`src/rtl/cslow_corr_pkg.sv`:
```
package cslow_corr_pkg;

   // width of a channel tag; at least one bit
   function automatic int chan_bits(input int n);
      return (n > 1) ? $clog2(n) : 1;
   endfunction

   // width able to hold a count from 0 to taps
   function automatic int count_bits(input int taps);
      return $clog2(taps + 1);
   endfunction

endpackage

```
`src/rtl/cslow_chan_seq.sv`:
```
module cslow_chan_seq
   import cslow_corr_pkg::*;
#(
   parameter int NCH  = 2,
   parameter int TAPS = 4
) (
   input  logic                       clk,
   input  logic                       rst_n,
   input  logic                       in_valid,
   input  logic [chan_bits(NCH)-1:0]  in_chan,
   output logic                       accept,
   output logic                       hist_full,
   output logic                       err_order
);
   localparam int CHW  = chan_bits(NCH);
   localparam int FILL = NCH * (TAPS - 1);
   localparam int FW   = $clog2(FILL + 1);

   logic [CHW-1:0] exp_chan;
   logic [FW-1:0]  fill_cnt;
   logic           tag_ok;

   assign tag_ok    = (in_chan == exp_chan);
   assign accept    = in_valid && tag_ok;
   assign hist_full = (fill_cnt == FW'(FILL));

   always_ff @(posedge clk or negedge rst_n) begin
      if (!rst_n) begin
         exp_chan  <= '0;
         fill_cnt  <= '0;
         err_order <= 1'b0;
      end else begin
         err_order <= in_valid && !tag_ok;
         if (accept) begin
            exp_chan <= (exp_chan == CHW'(NCH - 1)) ? '0 : exp_chan + 1'b1;
            if (!hist_full)
               fill_cnt <= fill_cnt + 1'b1;
         end
      end
   end

   AST_TAG_ROTATES: assert property (@(posedge clk) disable iff (!rst_n)
      accept |=> (exp_chan != $past(exp_chan)));

   AST_IDLE_FREEZES_SEQ: assert property (@(posedge clk) disable iff (!rst_n)
      !in_valid |=> ($stable(exp_chan) && $stable(fill_cnt)));

endmodule

```
`src/rtl/cslow_tap_line.sv`:
```
module cslow_tap_line
   import cslow_corr_pkg::*;
#(
   parameter int W           = 8,
   parameter int NCH         = 2,
   parameter int TAPS        = 4,
   parameter bit COUNT_EQUAL = 1'b1
) (
   input  logic                       clk,
   input  logic                       rst_n,
   input  logic                       accept,
   input  logic                       hist_full,
   input  logic [chan_bits(NCH)-1:0]  chan,
   input  logic [W-1:0]               sample,
   input  logic [TAPS*W-1:0]          coef,
   output logic                       m_valid,
   output logic [chan_bits(NCH)-1:0]  m_chan,
   output logic [TAPS-1:0]            m_bits
);
   localparam int CHW   = chan_bits(NCH);
   localparam int DEPTH = NCH * (TAPS - 1);

   // doubled history: slot k*NCH-1 holds the same channel's k-th older sample
   logic [W-1:0]    sr [DEPTH];
   logic [TAPS-1:0] hit;

   always_ff @(posedge clk or negedge rst_n) begin
      if (!rst_n) begin
         for (int i = 0; i < DEPTH; i++) sr[i] <= '0;
      end else if (accept) begin
         sr[0] <= sample;
         for (int i = 1; i < DEPTH; i++) sr[i] <= sr[i-1];
      end
   end

   for (genvar k = 0; k < TAPS; k++) begin : g_tap
      logic [W-1:0] tv;
      if (k == 0) begin : g_now
         assign tv = sample;
      end else begin : g_old
         assign tv = sr[k*NCH-1];
      end
      if (COUNT_EQUAL) begin : g_eq
         assign hit[k] = (tv == coef[k*W +: W]);
      end else begin : g_ne
         assign hit[k] = (tv != coef[k*W +: W]);
      end
   end

   always_ff @(posedge clk or negedge rst_n) begin
      if (!rst_n) begin
         m_valid <= 1'b0;
         m_chan  <= '0;
         m_bits  <= '0;
      end else begin
         m_valid <= accept && hist_full;
         if (accept) begin
            m_chan <= chan;
            m_bits <= hit;
         end
      end
   end

   AST_IDLE_FREEZES_HIST: assert property (@(posedge clk) disable iff (!rst_n)
      !accept |=> $stable(sr[0]));

   logic [CHW-1:0] unused_width_probe;
   assign unused_width_probe = '0;

endmodule

```
`src/rtl/cslow_add_tree.sv`:
```
module cslow_add_tree
   import cslow_corr_pkg::*;
#(
   parameter int NCH  = 2,
   parameter int TAPS = 4
) (
   input  logic                        clk,
   input  logic                        rst_n,
   input  logic                        in_vld,
   input  logic [chan_bits(NCH)-1:0]   in_chan,
   input  logic [TAPS-1:0]             in_bits,
   output logic                        out_vld,
   output logic [chan_bits(NCH)-1:0]   out_chan,
   output logic [count_bits(TAPS)-1:0] out_sum
);
   localparam int CHW = chan_bits(NCH);
   localparam int SW  = count_bits(TAPS);
   localparam int LVL = $clog2(TAPS);

   for (genvar l = 0; l <= LVL; l++) begin : g_lvl
      localparam int N = TAPS >> l;
      logic [SW-1:0]  sum [N];
      logic           vld;
      logic [CHW-1:0] chan;
      if (l == 0) begin : g_leaf
         for (genvar i = 0; i < N; i++) begin : g_bit
            assign sum[i] = SW'(in_bits[i]);
         end
         assign vld  = in_vld;
         assign chan = in_chan;
      end else begin : g_node
         // one register rank per level: the deepest path is a single adder
         always_ff @(posedge clk or negedge rst_n) begin
            if (!rst_n) begin
               vld  <= 1'b0;
               chan <= '0;
               for (int i = 0; i < N; i++) sum[i] <= '0;
            end else begin
               vld <= g_lvl[l-1].vld;
               if (g_lvl[l-1].vld) begin
                  chan <= g_lvl[l-1].chan;
                  for (int i = 0; i < N; i++)
                     sum[i] <= g_lvl[l-1].sum[2*i] + g_lvl[l-1].sum[2*i+1];
               end
            end
         end
      end
   end

   assign out_vld  = g_lvl[LVL].vld;
   assign out_chan = g_lvl[LVL].chan;
   assign out_sum  = g_lvl[LVL].sum[0];

   AST_COUNT_BOUND: assert property (@(posedge clk) disable iff (!rst_n)
      out_vld |-> (out_sum <= SW'(TAPS)));

endmodule

```
`src/rtl/cslow_correlator.sv`:
```
module cslow_correlator
   import cslow_corr_pkg::*;
#(
   parameter int W           = 8,
   parameter int NCH         = 2,
   parameter int TAPS        = 4,
   parameter bit COUNT_EQUAL = 1'b1
) (
   input  logic                        clk,
   input  logic                        rst_n,
   input  logic                        in_valid,
   input  logic [chan_bits(NCH)-1:0]   in_chan,
   input  logic [W-1:0]                in_sample,
   input  logic [TAPS*W-1:0]           coef,
   output logic                        out_valid,
   output logic [chan_bits(NCH)-1:0]   out_chan,
   output logic [count_bits(TAPS)-1:0] out_count,
   output logic                        err_order
);
   localparam int CHW = chan_bits(NCH);
   localparam int SW  = count_bits(TAPS);

   if (W < 1) begin : g_bad_w
      $error("sample width must be at least 1");
   end
   if (NCH < 2) begin : g_bad_nch
      $error("at least two interleaved channels are required");
   end
   if (TAPS < 2 || (1 << $clog2(TAPS)) != TAPS) begin : g_bad_taps
      $error("tap count must be a power of two, at least 2");
   end

   logic           accept;
   logic           hist_full;
   logic           m_valid;
   logic [CHW-1:0] m_chan;
   logic [TAPS-1:0] m_bits;

   cslow_chan_seq #(.NCH(NCH), .TAPS(TAPS)) u_seq (
      .clk       (clk),
      .rst_n     (rst_n),
      .in_valid  (in_valid),
      .in_chan   (in_chan),
      .accept    (accept),
      .hist_full (hist_full),
      .err_order (err_order)
   );

   cslow_tap_line #(.W(W), .NCH(NCH), .TAPS(TAPS), .COUNT_EQUAL(COUNT_EQUAL)) u_taps (
      .clk       (clk),
      .rst_n     (rst_n),
      .accept    (accept),
      .hist_full (hist_full),
      .chan      (in_chan),
      .sample    (in_sample),
      .coef      (coef),
      .m_valid   (m_valid),
      .m_chan    (m_chan),
      .m_bits    (m_bits)
   );

   cslow_add_tree #(.NCH(NCH), .TAPS(TAPS)) u_tree (
      .clk      (clk),
      .rst_n    (rst_n),
      .in_vld   (m_valid),
      .in_chan  (m_chan),
      .in_bits  (m_bits),
      .out_vld  (out_valid),
      .out_chan (out_chan),
      .out_sum  (out_count)
   );

   // checker state: tag of the last valid result since reset
   logic [CHW-1:0] chk_last;
   logic           chk_seen;
   always_ff @(posedge clk or negedge rst_n) begin
      if (!rst_n) begin
         chk_last <= '0;
         chk_seen <= 1'b0;
      end else if (out_valid) begin
         chk_last <= out_chan;
         chk_seen <= 1'b1;
      end
   end

   AST_RESULT_ROTATES: assert property (@(posedge clk) disable iff (!rst_n)
      (out_valid && chk_seen) |->
         (out_chan == ((chk_last == CHW'(NCH - 1)) ? '0 : chk_last + 1'b1)));

   AST_ERR_HAS_CAUSE: assert property (@(posedge clk) disable iff (!rst_n)
      err_order |-> $past(in_valid));

   logic [SW-1:0] unused_sw_probe;
   assign unused_sw_probe = '0;

endmodule

```
`config.mk`:
```
export PLATFORM = sky130hd
export DESIGN_NAME = cslow_correlator
export DESIGN_NICKNAME = d
export VERILOG_FILES = /design/src/rtl/cslow_corr_pkg.sv /design/src/rtl/cslow_chan_seq.sv /design/src/rtl/cslow_tap_line.sv /design/src/rtl/cslow_add_tree.sv /design/src/rtl/cslow_correlator.sv
export SDC_FILE = /design/constraint.sdc
export NUM_CORES = 1
export LEC_CHECK = 0
export ABC_AREA = 1
export BUFFER_PORTS_ARGS = -buffer_cell sky130_fd_sc_hd__buf_2
export CAP_MARGIN = 20
export CORE_MARGIN = 2
export CORE_UTILIZATION = 50
export DETAILED_ROUTE_END_ITERATION = 8
export PLACE_DENSITY_LB_ADDON = 0.12
export SYNTH_ARGS = -nofsm -noshare
export SYNTH_HDL_FRONTEND = slang
export SYNTH_SLANG_ARGS = --single-unit
```
`constraint.sdc`:
```
create_clock -name clk -period 2.24 [get_ports clk]
set_clock_uncertainty 0.1 [all_clocks]
set_input_delay 0.224 -clock clk [delete_from_list [all_inputs] [get_ports clk]]
set_output_delay 0.224 -clock clk [all_outputs]
set_load 0.02 [all_outputs]
```
==> out/qor.csv, run 1 <==
metric;value;unit
main flop type after synthesis;dfrtp_1;
worst hold start;in_sample[5];
drt pass-1 iters;4;
# rows;29;
switching share of power;0.2820;
Post-CTS Repair Setup Buffers;0;
initial antenna violation count;0;
crit path time final;1.707;ns
Post-DRT Antenna Nets;0;
Psw;0.0009762;W
share of cells above drive strength 1;0.1685;
critical path peak fanout;60;
RR Startpoint;u_seq.exp_chan;
Worst-path clk slew;0.07;ns
fin crit share;0.7621;
kind of critical path;in2reg;
nets;496;
Worst setup EP type;flip-flop;
Worst Tran Pin Value;0.5383;ns
Vias/cell;4.621;
DP HPWL;3773;microns
Max Freq;585.8;MHz
fraction of registers with async set/reset;1.000;
clk sinks;70;
antenna diode count;0;
Net Count, Synth;442;
CP max stage delay;0.53;ns
PD cells;918.1;nW/um^2
synth warn;0;
WL final;5507;microns
Iteration-0 DRC Markers;105;
CTS buffer count;9;
GPL Wtd Cong;0.7742;
CTS tree;built;
final core utilization;0.6006;
startpoint types;primary input;
part of the power in registers;0.487;
crit-path leading delay family;buffers and inverters;
number of synthesized flops with an enable pin;0;
routed wire length per instance;10.43;microns
Root Buffer;clkbuf_8;
Gate power share;0.181;
largest net degree at the start of global routing;71;
maximum root-to-sink buffer count;2;
design area;3770;sq um
Int Power;0.002485;W
leakage;2.084;nW
Initial Utilization;0.5101;
core box area;6277;sq um
syn_area_per_cell;8.168;sq um
crit path from;in_chan;
Gate Count Post-Synth;392;
Worst-Skew Late Latency;0.34;ns
Min-Delay Path Class;in2reg;
Final Slew Violations;0;
H-tree Lvls;3;
Critical-path top delay cell;dlygate4sd3_1;
placed cell areas;3507;sq um
sequential share of the synthesized area;0.5471;
vias in the first global route;2379;
crit path buf inv count;4;
drt drc;0;
Critical Path RT;2.37;ns
die width;84.02;microns
Die Span Y;84.02;microns
crit path cell chain;dlygate4sd3_1 > buf_2 > inv_1 > nand2_1 > nand3_2 > buf_4 > nor2_1 > nand3_1 > nand2_1;
die area;7059;sq um
Worst VDD drop;0.5647;mV
RSZ-0062 raised after global routing;no;
status;finished clean;
cell with the most instances on the worst path;nand2_1;
first-pass GRT wire length;9860;microns
GRT overflow;0;
max cap viols;0;
final hold vios;0;
Cell variety after synth;20;
filler instances;586;
io pins;50;
Clk pwr share;0.333;
Setup TNS;0;ns
Synth Cell Area;3202;sq um
gr usage total;0.1752;
Crit path arrival time;1.83;ns
PortBufs;49;
vias;2440;
final setup vio count;0;
Layout area overhead;17.74;%
Seq cells post-synth;70;
Rel. slew slack;0.6411;
cells in the final DEF, fill, tap and decap left out, types with 3 or more instances in the layout:
cell type / netlist / final
clkbuf_8: 0 / 11
or2_2: 3 / 3
xnor2_1: 9 / 9
ha_1: 5 / 5
nand3_1: 4 / 4
o21ai_1: 7 / 7
nor2_1: 11 / 11
o21ai_0: 35 / 35
buf_2: 3 / 49
inv_1: 49 / 49
a21oi_1: 5 / 5
dfrtp_1: 70 / 70
nand2_1: 173 / 173
dlygate4sd3_1: 0 / 3
xor2_1: 3 / 3
layout make-up:
class	count	area, sq um	share of cell area
multi-input combinational	260	1191	0.3160
inverter	50	187.7	0.04978
tap	77	96.34	0.02556
clock inverter	5	81.33	0.02157
sequential	70	1752	0.4647
clock buffer	11	151.4	0.04016
timing repair buffer	55	310.3	0.08231
cells in the mapped netlist (3+ instances only):
| master | count | share of area |
|---|---|---|
| nand2_1 | 173 | 0.20 |
| dfrtp_1 | 70 | 0.55 |
| inv_1 | 49 | 0.057 |
| o21ai_0 | 35 | 0.055 |
| nor2_1 | 11 | 0.013 |
| xnor2_1 | 9 | 0.025 |
| o21ai_1 | 7 | 0.011 |
| clkbuf_1 | 6 | 0.0070 |
| a21oi_1 | 5 | 0.0078 |
| ha_1 | 5 | 0.020 |
| nand3_1 | 4 | 0.0063 |
| buf_2 | 3 | 0.0047 |
| buf_6 | 3 | 0.011 |
| or2_2 | 3 | 0.0059 |
| xor2_1 | 3 | 0.0082 |
through the flow:
stage	instances	total power, W	setup slack (ns)	hold slack, ns
global route	528	0.003705	0.4048	0.01422
CTS	528	0.003512	0.5353	0.004497
finish	528	0.003461	0.5328	0.01032
global placement	509	0.002315	0.7429	0.1805
detailed placement	509	0.002345	0.6905	0.1760
floorplan	392	0.002147	0.9345	-0.1716
final timing paths:
path,slack [ns],to,depth (start not counted)
worst max-delay path,0.53,u_taps.m_bits[1],9
worst min-delay path,0.01,u_taps.sr[45],3
worst max register to register,0.69,u_taps.m_bits[1],7
worst min register to register,0.30,u_tree.out_vld,0
max in group asynchronous,1.43,u_taps.m_bits[1],3
min in group asynchronous,0.33,u_seq.err_order,3
logic make-up (layout without fill, tap and decap cells):
kind of cell / Yosys count / count (layout) / share of synthesized area
simple gates: 193 / 193 / 0.2329
flops: 70 / 70 / 0.5471
buf+inv: 62 / 121 / 0.08089
compound gates: 47 / 47 / 0.07346
xor+xnor: 12 / 12 / 0.03283
fa+ha+maj: 6 / 6 / 0.02579
mux: 2 / 2 / 0.007033
flip-flops by register name (all words and copies together) (netlist names):
| register | flops |
|---|---|
| u_tree.g_lvl.vld | 1 |
| u_seq.err_order | 1 |
| u_tree.out_chan | 1 |
| u_taps.g_tap.tv | 24 |
| u_tree.out_sum | 3 |
| u_seq.fill_cnt | 3 |
| u_taps.sr | 24 |
| u_tree.g_lvl.sum | 4 |
| u_taps.m_bits | 4 |
| u_tree.out_vld | 1 |
| u_tree.g_lvl.chan | 1 |
| u_seq.exp_chan | 1 |
| u_taps.m_valid | 1 |
| u_taps.m_chan | 1 |
power by group through the flow:
stage / Clock, W / Sequential (W) / Combinational, W
after global placement: 0 / 0.00170 / 0.000616
after detailed placement: 0 / 0.00171 / 0.000637
final: 0.00115 / 0.00168 / 0.000625
after global routing: 0.00124 / 0.00172 / 0.000740
after CTS: 0.00118 / 0.00169 / 0.000646
after floorplan: 0 / 0.00168 / 0.000463
repair_timing:
| action | 4_1_cts | 5_1_grt |
|---|---|---|
| hold buffers | 3 | 0 |
| endpoints found under the hold margin | 71 | 0 |
| gates resized for setup | 0 | 0 |
metal layers:
layer	GRT usage	routed length (microns)	share of wire
met2	0.2944	2650	0.48
met3	0.03561	203	0.037
met4	0.08798	102	0.019
met1	0.2134	2550	0.46
met5	0	0	0
worst register-to-register path, stage by stage, from the launching register on:
cell     delay, ns
dfrtp_1       0.40
inv_1         0.06
nand2_1       0.07
nand3_2       0.09
buf_4         0.45
nor2_1        0.14
nand3_1       0.10
nand2_1       0.05
(Power assumes the default switching activity.)
==> inputs of run 2 (changes only) <==
==> constraint.sdc (replaced) <==
create_clock -name clk -period 1.5 [get_ports clk]
set_clock_uncertainty 0.1 [all_clocks]
set_input_delay 0.15 -clock clk [delete_from_list [all_inputs] [get_ports clk]]
set_output_delay 0.15 -clock clk [all_outputs]
set_load 0.02 [all_outputs]
==> run 2 against run 1 <==
- cell count increased by 2.3%
- clock power increased by 51%
- critical endpoint is now u_taps.m_bits[3]
- die area unchanged
- largest power group unchanged
==> out/qor.csv, run 2 (synthesis gave the netlist of run 1 again) <==
metric;value;unit
crit path buf inv count;4;
CTS tree;built;
Worst-path clk slew;0.07;ns
Vias/cell;4.706;
Setup TNS;0;ns
gr usage total;0.1907;
die area;7059;sq um
nets;508;
Worst-Skew Late Latency;0.34;ns
Rel. slew slack;0.6644;
maximum root-to-sink buffer count;2;
first-pass GRT wire length;10580;microns
largest net degree at the start of global routing;61;
core box area;6277;sq um
# rows;29;
Crit path arrival time;1.61;ns
Layout area overhead;23.56;%
most frequent cells in the layout;nand2_1 (173), dfrtp_1 (70), inv_1 (49), buf_2 (49), o21ai_0 (35);
final setup vio count;0;
RSZ-0062 raised after global routing;yes;
Worst Tran Pin Value;0.5035;ns
CP max stage delay;0.53;ns
Die Span Y;84.02;microns
clk sinks;70;
GPL Wtd Cong;0.7740;
Critical Path RT;1.64;ns
crit path from;in_chan;
CTS buffer count;9;
status;finished clean;
Root Buffer;clkbuf_8;
WL final;6146;microns
Max Freq;681.1;MHz
Post-DRT Antenna Nets;0;
Final Slew Violations;0;
Min-Delay Path Class;in2reg;
PortBufs;49;
DP HPWL;4046;microns
fin crit share;0.9789;
cell with the most instances on the worst path;nand2_1;
crit path cell chain;dlygate4sd3_1 > buf_2 > inv_1 > nand2_1 > nand3_2 > buf_12 > nor2_1 > nand3_1 > nand2_1;
initial antenna violation count;0;
filler instances;551;
routed wire length per instance;11.38;microns
RR Startpoint;u_seq.exp_chan;
antenna diode count;0;
kind of critical path;in2reg;
Worst VDD drop;0.7082;mV
vias in the first global route;2476;
GRT overflow;0;
io pins;50;
Power Total;0.005279;W
Worst setup EP type;flip-flop;
H-tree Lvls;3;
worst hold start;coef[21];
PD cells;1334;nW/um^2
critical path peak fanout;60;
Iteration-0 DRC Markers;147;
Initial Utilization;0.5101;
drt pass-1 iters;4;
crit-path leading delay family;buffers and inverters;
Worst Hold Slack;0.05867;ns
leakage;2.165;nW
startpoint types;primary input;
Post-CTS Repair Setup Buffers;0;
final hold vios;0;
final core utilization;0.6303;
commonest non-fill, non-tap cell in the layout;nand2_1;
crit path time final;1.468;ns
Critical-path top delay cell;dlygate4sd3_1;
vias;2541;
max cap viols;0;
share of cells above drive strength 1;0.1706;
die width;84.02;microns
drt drc;0;
[run 2: cell types whose count changed in the layout (fill, tap and decap cells not counted), sizes merged]
cell / delta
clkinvlp: -1
clkinv: -1
buf: +2
clkbuf: +3
dlygate4sd3: +9
[run 2: worst min-delay path, cell delays in order]
cell     delay (ns)
buf_2          0.11
nand2_1        0.05
a21oi_1        0.06
nand3_1        0.07
nand2_1        0.04
[run 2: path summary, 6_finish.rpt]
check                                         to  cells past startpoint  slack [ns]
min reg2reg                       u_tree.out_vld                      0        0.31
max reg2reg                     u_taps.m_bits[3]                      7        0.10
max in group asynchronous  u_taps.g_tap[3].tv[2]                      3        0.62
max                             u_taps.m_bits[3]                      9        0.03
min in group asynchronous  u_taps.g_tap[3].tv[6]                      2        0.20
min                             u_taps.m_bits[2]                      5        0.06
[run 2: power by group]
group	internal, W	switching (W)	total, W
registers	0.00229	0.000234	0.00252
logic	0.000448	0.000567	0.00102
clock network	0.00107	0.000672	0.00174
total	0.00381	0.00147	0.00528
[run 2: what timing repair did]
action / CTS / global route
hold buffers: 12 / 0
hold endpoints to repair: 25 / 0
setup endpoints to repair: 0 / 25
resized for setup: 0 / 2
[run 2: layout make-up]
cell class | count | area [sq um] | area share
Inverter | 50 | 190.2 | 0.04807
Clock buffer | 13 | 168.9 | 0.04269
Clock inverter | 3 | 65.06 | 0.01645
Tap cell | 77 | 96.34 | 0.02435
Timing Repair Buffer | 67 | 490.5 | 0.1240
Multi-Input combinational cell | 260 | 1194 | 0.3017
Sequential cell | 70 | 1752 | 0.4428
[run 2: through the flow]
stage               area [sq um]  std cells  setup slack [ns]
finish                      3956        540           0.03171
global route                3956        540          -0.04113
CTS                         3926        539           0.06288
detailed placement          3572        511            0.1411
global placement            3572        511            0.1756
floorplan                   3202        392            0.1945
[run 2: layer usage]
layer / vias up / track usage / wire length [microns]
met5: - / 0 / 0
met4: 0 / 0.08798 / 112
met3: 9 / 0.04451 / 218
met2: 48 / 0.3276 / 3099
met1: 1167 / 0.2255 / 2716
li1: 1317 / - / -
